==> src/rtl/dwr_pkg.sv <==
package dwr_pkg;
  localparam int unsigned DATA_W = 32;
  localparam int unsigned BYTE_W = 8;
  localparam int unsigned NBYTES = DATA_W / BYTE_W;
  localparam int unsigned HBYTES = NBYTES / 2;
  localparam int unsigned HALF_W = DATA_W / 2;
  typedef logic [DATA_W-1:0] word_t;
endpackage

==> src/rtl/dwr_wr_steer.sv <==
module dwr_wr_steer
  import dwr_pkg::*;
(
  input  logic              mode16_i,
  input  logic [NBYTES-1:0] be_ni,
  input  word_t             dq_i,
  output logic [NBYTES-1:0] lane_we_o,
  output word_t             wdata_o
);
  logic hi_sel;
  assign hi_sel = be_ni[NBYTES-1];

  for (genvar b = 0; b < NBYTES; b++) begin : g_lane
    localparam int unsigned HB   = b % HBYTES;
    localparam bit          UPPR = (b >= HBYTES);
    // 16-bit mode: half-word lanes replicated onto both halves
    assign lane_we_o[b] = mode16_i ? ((hi_sel == UPPR) && !be_ni[HB]) : !be_ni[b];
    assign wdata_o[b*BYTE_W +: BYTE_W] =
      mode16_i ? dq_i[HB*BYTE_W +: BYTE_W] : dq_i[b*BYTE_W +: BYTE_W];
  end
endmodule

==> src/rtl/dwr_reg_bank.sv <==
module dwr_reg_bank
  import dwr_pkg::*;
#(
  parameter int unsigned NUM_REGS = 32,
  localparam int unsigned ADDR_W  = $clog2(NUM_REGS)
) (
  input  logic                           clk_i,
  input  logic                           rst_ni,
  input  logic                           we_i,
  input  logic [ADDR_W-1:0]              adr_i,
  input  logic [NBYTES-1:0]              lane_we_i,
  input  word_t                          wdata_i,
  output logic [NUM_REGS-1:0][DATA_W-1:0] regs_o
);
  for (genvar r = 0; r < NUM_REGS; r++) begin : g_reg
    for (genvar b = 0; b < NBYTES; b++) begin : g_byte
      always_ff @(posedge clk_i or negedge rst_ni) begin
        if (!rst_ni)
          regs_o[r][b*BYTE_W +: BYTE_W] <= '0;
        else if (we_i && lane_we_i[b] && (adr_i == ADDR_W'(r)))
          regs_o[r][b*BYTE_W +: BYTE_W] <= wdata_i[b*BYTE_W +: BYTE_W];
      end
    end
  end
endmodule

==> src/rtl/dwr_rd_path.sv <==
module dwr_rd_path
  import dwr_pkg::*;
#(
  parameter int unsigned NUM_REGS = 32,
  localparam int unsigned ADDR_W  = $clog2(NUM_REGS)
) (
  input  logic                            clk_i,
  input  logic                            rst_ni,
  input  logic                            rd_i,
  input  logic                            mode16_i,
  input  logic                            hi_sel_i,
  input  logic [ADDR_W-1:0]               adr_i,
  input  logic [NUM_REGS-1:0][DATA_W-1:0] regs_i,
  output word_t                           dq_o,
  output logic [1:0]                      dq_oe_o
);
  word_t sel_word, next_dq;

  always_comb begin
    sel_word = regs_i[adr_i];
    if (mode16_i)
      next_dq = {{HALF_W{1'b0}}, hi_sel_i ? sel_word[DATA_W-1:HALF_W] : sel_word[HALF_W-1:0]};
    else
      next_dq = sel_word;
  end

  always_ff @(posedge clk_i or negedge rst_ni) begin
    if (!rst_ni) begin
      dq_o    <= '0;
      dq_oe_o <= 2'b00;
    end else if (rd_i) begin
      dq_o    <= next_dq;
      dq_oe_o <= mode16_i ? 2'b01 : 2'b11;
    end else begin
      dq_o    <= '0;
      dq_oe_o <= 2'b00;
    end
  end
endmodule

==> src/rtl/dwr_port.sv <==
module dwr_port
  import dwr_pkg::*;
#(
  parameter int unsigned NUM_REGS = 32,
  localparam int unsigned ADDR_W  = $clog2(NUM_REGS)
) (
  input  logic              clk_i,
  input  logic              rst_ni,
  input  logic              mode16_i,
  input  logic              sel_ni,
  input  logic              wr_ni,
  input  logic              rd_ni,
  input  logic [ADDR_W-1:0] adr_i,
  input  logic [NBYTES-1:0] be_ni,
  input  logic [DATA_W-1:0] dq_i,
  output logic [DATA_W-1:0] dq_o,
  output logic [1:0]        dq_oe_o
);
  logic                            wr_acc, rd_acc;
  logic [NBYTES-1:0]               lane_we;
  word_t                           wdata;
  logic [NUM_REGS-1:0][DATA_W-1:0] regs_w;

  assign wr_acc = !sel_ni && !wr_ni;
  assign rd_acc = !sel_ni && !rd_ni;

  dwr_wr_steer u_steer (
    .mode16_i (mode16_i),
    .be_ni    (be_ni),
    .dq_i     (dq_i),
    .lane_we_o(lane_we),
    .wdata_o  (wdata)
  );

  dwr_reg_bank #(.NUM_REGS(NUM_REGS)) u_bank (
    .clk_i    (clk_i),
    .rst_ni   (rst_ni),
    .we_i     (wr_acc),
    .adr_i    (adr_i),
    .lane_we_i(lane_we),
    .wdata_i  (wdata),
    .regs_o   (regs_w)
  );

  dwr_rd_path #(.NUM_REGS(NUM_REGS)) u_rd (
    .clk_i   (clk_i),
    .rst_ni  (rst_ni),
    .rd_i    (rd_acc),
    .mode16_i(mode16_i),
    .hi_sel_i(be_ni[NBYTES-1]),
    .adr_i   (adr_i),
    .regs_i  (regs_w),
    .dq_o    (dq_o),
    .dq_oe_o (dq_oe_o)
  );
endmodule

==> config.mk <==
export PLATFORM = sky130hd
export DESIGN_NAME = dwr_port
export DESIGN_NICKNAME = d
export VERILOG_FILES = /design/src/rtl/dwr_pkg.sv /design/src/rtl/dwr_wr_steer.sv /design/src/rtl/dwr_reg_bank.sv /design/src/rtl/dwr_rd_path.sv /design/src/rtl/dwr_port.sv
export SDC_FILE = /design/constraint.sdc
export NUM_CORES = 2
export LEC_CHECK = 0
export CORE_UTILIZATION = 55
export CTS_CLUSTER_DIAMETER = 40
export DETAILED_ROUTE_END_ITERATION = 16
export PLACE_DENSITY = 0.82
export SLEW_MARGIN = 10
export SYNTH_ARGS = -nofsm -noshare
export SYNTH_HDL_FRONTEND = slang
export SYNTH_HIERARCHICAL = 1
export SYNTH_SLANG_ARGS = --single-unit
==> constraint.sdc <==
create_clock -name clk_i -period 3.09 [get_ports clk_i]
set_clock_uncertainty 0.15 [all_clocks]
set_input_delay 0.618 -clock clk_i [delete_from_list [all_inputs] [get_ports clk_i]]
set_output_delay 0.618 -clock clk_i [all_outputs]
set_load 0.005 [all_outputs]
==> results.ini <==
[setup_path]
worstSetupStartpointType = input port
r2r_slack_ns = 0.82
worstPathMaxFanout = 8
crit_chain = clkdlybuf4s50_1, buf_4, a21oi_1, and4bb_2, nand2_1, mux2_2
critPathArrivalTime_ns = 3.01
critPathCaptureType = flop
crit_type = in2reg
slowest_stage = and4bb_2
cpPeakStageDelay_ns = 0.52
cp.required_ns = 3.54

[sta]
hold_slack_ns = 0.2423
fin_crit_ns = 2.555
worst_slew_pin_slew_ns = 0.7346
period_share_pct = 82.70
fin_tns_setup_ns = 0
hold_viol_final = 0
postLayoutSetupSlackWorst_ns = 0.5346
relSlewSlack_pct = 51.03
drv_slew = 0
fmax_ghz = 0.3913
finalSetupViolCount = 0
rsz0062_at_grt = false

[power_and_ir_drop]
leakagePower_uw = 0.02787
ir_drop_v = 0.0005342
fin_total_pwr_uw = 33920
power_density_nw_per_um2 = 589.7

[status]
outcome = completed

[clock_network]
insertion_delay_ns = 0.73
cts_tree = built
cts.clk_slew.worst_paths_ns = 0.06
cts_resized = 0
h-tree-depth = 4
cts.sinks = 1058
cts_root_buf = clkbuf_16
cts_made_buffers = 131
cts.path.max_buffers = 3

[placement]
port_buffers = 80
place_area_um2 = 53090
dp_hpwl_um = 77510
post-place-ws_ns = -0.1821
place_congestion = 0.8289

[floorplan]
die-width_um = 303.5
boundaryPins = 81
core_um2 = 90010
die_y_um = 303.5
num_rows = 110
fp.dieArea_um2 = 92130
initial_core_util_pct = 55.56

[yosys]
syn-cell-area_um2 = 50010
synth-async-reset-ratio_pct = 100.0
ys_ff_latch = 1058
synthCells = 3350
yosys_warnings = 6
avgSynthCellArea_um2 = 14.93
netlist-cell-type-count = 49
synth-main-ff-cell = dfrtp_1
synth-edff-count = 0
yosysSeqAreaShare_pct = 52.94
synth_fp_nets = 3397

[global_routing]
grt_pass1_vias = 31657
grt_max_degree = 137
grt_usage_pct = 27.15
grt_pass1_wl_um = 191500
overflow = 0
antenna_found_initial = 2

[finish]
drive_above_1_share_pct = 48.77
layout_common_cells = dfrtp_1, mux2_2, mux2i_1
layout.nets = 3575
stdcell_area_um2 = 57520
area_growth_pct = 15.02
layout_commonest_cell = dfrtp_1
antenna-diode-count = 0

[drt]
drcViolationCount = 0
postRouteWirelength_um = 121400
vias = 29857
drt_pass1_iterations = 5
drt-initial-drc-count = 2241
routed_via_density = 6.211
wl_per_cell_um = 25.25
final_antenna_net_count = 0

[min_path]
hp-class = in2async

[job]
maxCapViolCount = 0

-- report_power, final --
| part | internal (uW) | switching (uW) | total, uW |
|---|---|---|---|
| Clock | 9300 | 6020 | 15300 |
| Combinational | 1570 | 1770 | 3340 |
| Sequential | 14800 | 472 | 15300 |
| Total | 25700 | 8260 | 33900 |
-- cell usage after synthesis (34+ instances only) --
| master | count | area share [%] |
|---|---|---|
| mux4_2 | 110 | 5.0 |
| clkbuf_1 | 131 | 0.98 |
| mux2_4 | 48 | 1.4 |
| buf_4 | 37 | 0.56 |
| buf_2 | 38 | 0.38 |
| dfrtp_1 | 1058 | 53 |
| nand3_1 | 34 | 0.34 |
| mux2_2 | 988 | 22 |
| a22oi_1 | 80 | 1.2 |
| nor2_2 | 49 | 0.61 |
| nand2_1 | 80 | 0.60 |
| buf_6 | 44 | 0.99 |
| mux2i_1 | 304 | 6.1 |
-- cells by family (layout without fill, tap and decap cells) --
logic type | count (synthesis) | after routing | synth area share (%)
flops | 1058 | 1058 | 52.94
buf+inv | 267 | 548 | 3.270
compound gates | 244 | 244 | 4.206
simple gates | 309 | 309 | 4.296
mux | 1472 | 1472 | 35.28
-- stage by stage --
stage | util [%] | std cells
6_report | 63.90 | 4807
5_1_grt | 63.90 | 4807
4_1_cts | 63.90 | 4807
3_5_place_dp | 58.98 | 4570
3_3_place_gp | 58.98 | 4570
2_1_floorplan | - | 3350
-- per-layer routing --
metal	GRT usage, %	wire, um	share of wire [%]	up-vias
met5	0	18	0.015	-
met4	8.869	3504	2.9	4
met3	5.362	7874	6.5	236
met2	43.14	58340	48	939
met1	37.65	51610	43	15905
li1	-	-	-	12773
-- critical path, delay by kind of cell --
kind | cells | cell delay [ns]
muxes | 1 | 0.39
AOI/OAI and AO/OA | 1 | 0.40
and+or+nand+nor | 2 | 0.91
buffers and inverters | 2 | 0.68
-- worst paths after layout --
kind                                    startpoint            endpoint  cells after the start
worst max-delay path                      be_ni[3]  u_bank/regs_o[525]                      6
worst min-delay path                        rst_ni  u_bank/regs_o[689]                      2
worst max register to register  u_bank/regs_o[918]        u_rd/dq_o[6]                      6
worst min register to register  u_bank/regs_o[751]  u_bank/regs_o[751]                      1
max in group asynchronous                   rst_ni  u_bank/regs_o[485]                      3
min in group clk_i              u_bank/regs_o[751]  u_bank/regs_o[751]                      1
-- registers in the layout, summed over array words and instances (netlist names) --
| name | flops |
|---|---|
| u_rd/dq_o | 32 |
| u_rd/dq_oe_o | 2 |
| u_bank/regs_o | 1024 |
-- cell type report --
class                   instances  area (um2)
multi-input cells            2025       21920
flip-flops and latches       1058       26480
well taps                    1176        1471
fillers                      6248       32490
clock buffers                 173        3719
repair buffers                311        3229
clock inverters                63       700.7
inverters                       1       3.754
-- what timing repair did --
action / in CTS / in global routing
buffers inserted: 0 / 0
hold buffers: 1 / 0
hold endpoints to repair: 142 / 0
(Power assumes the default switching activity.)
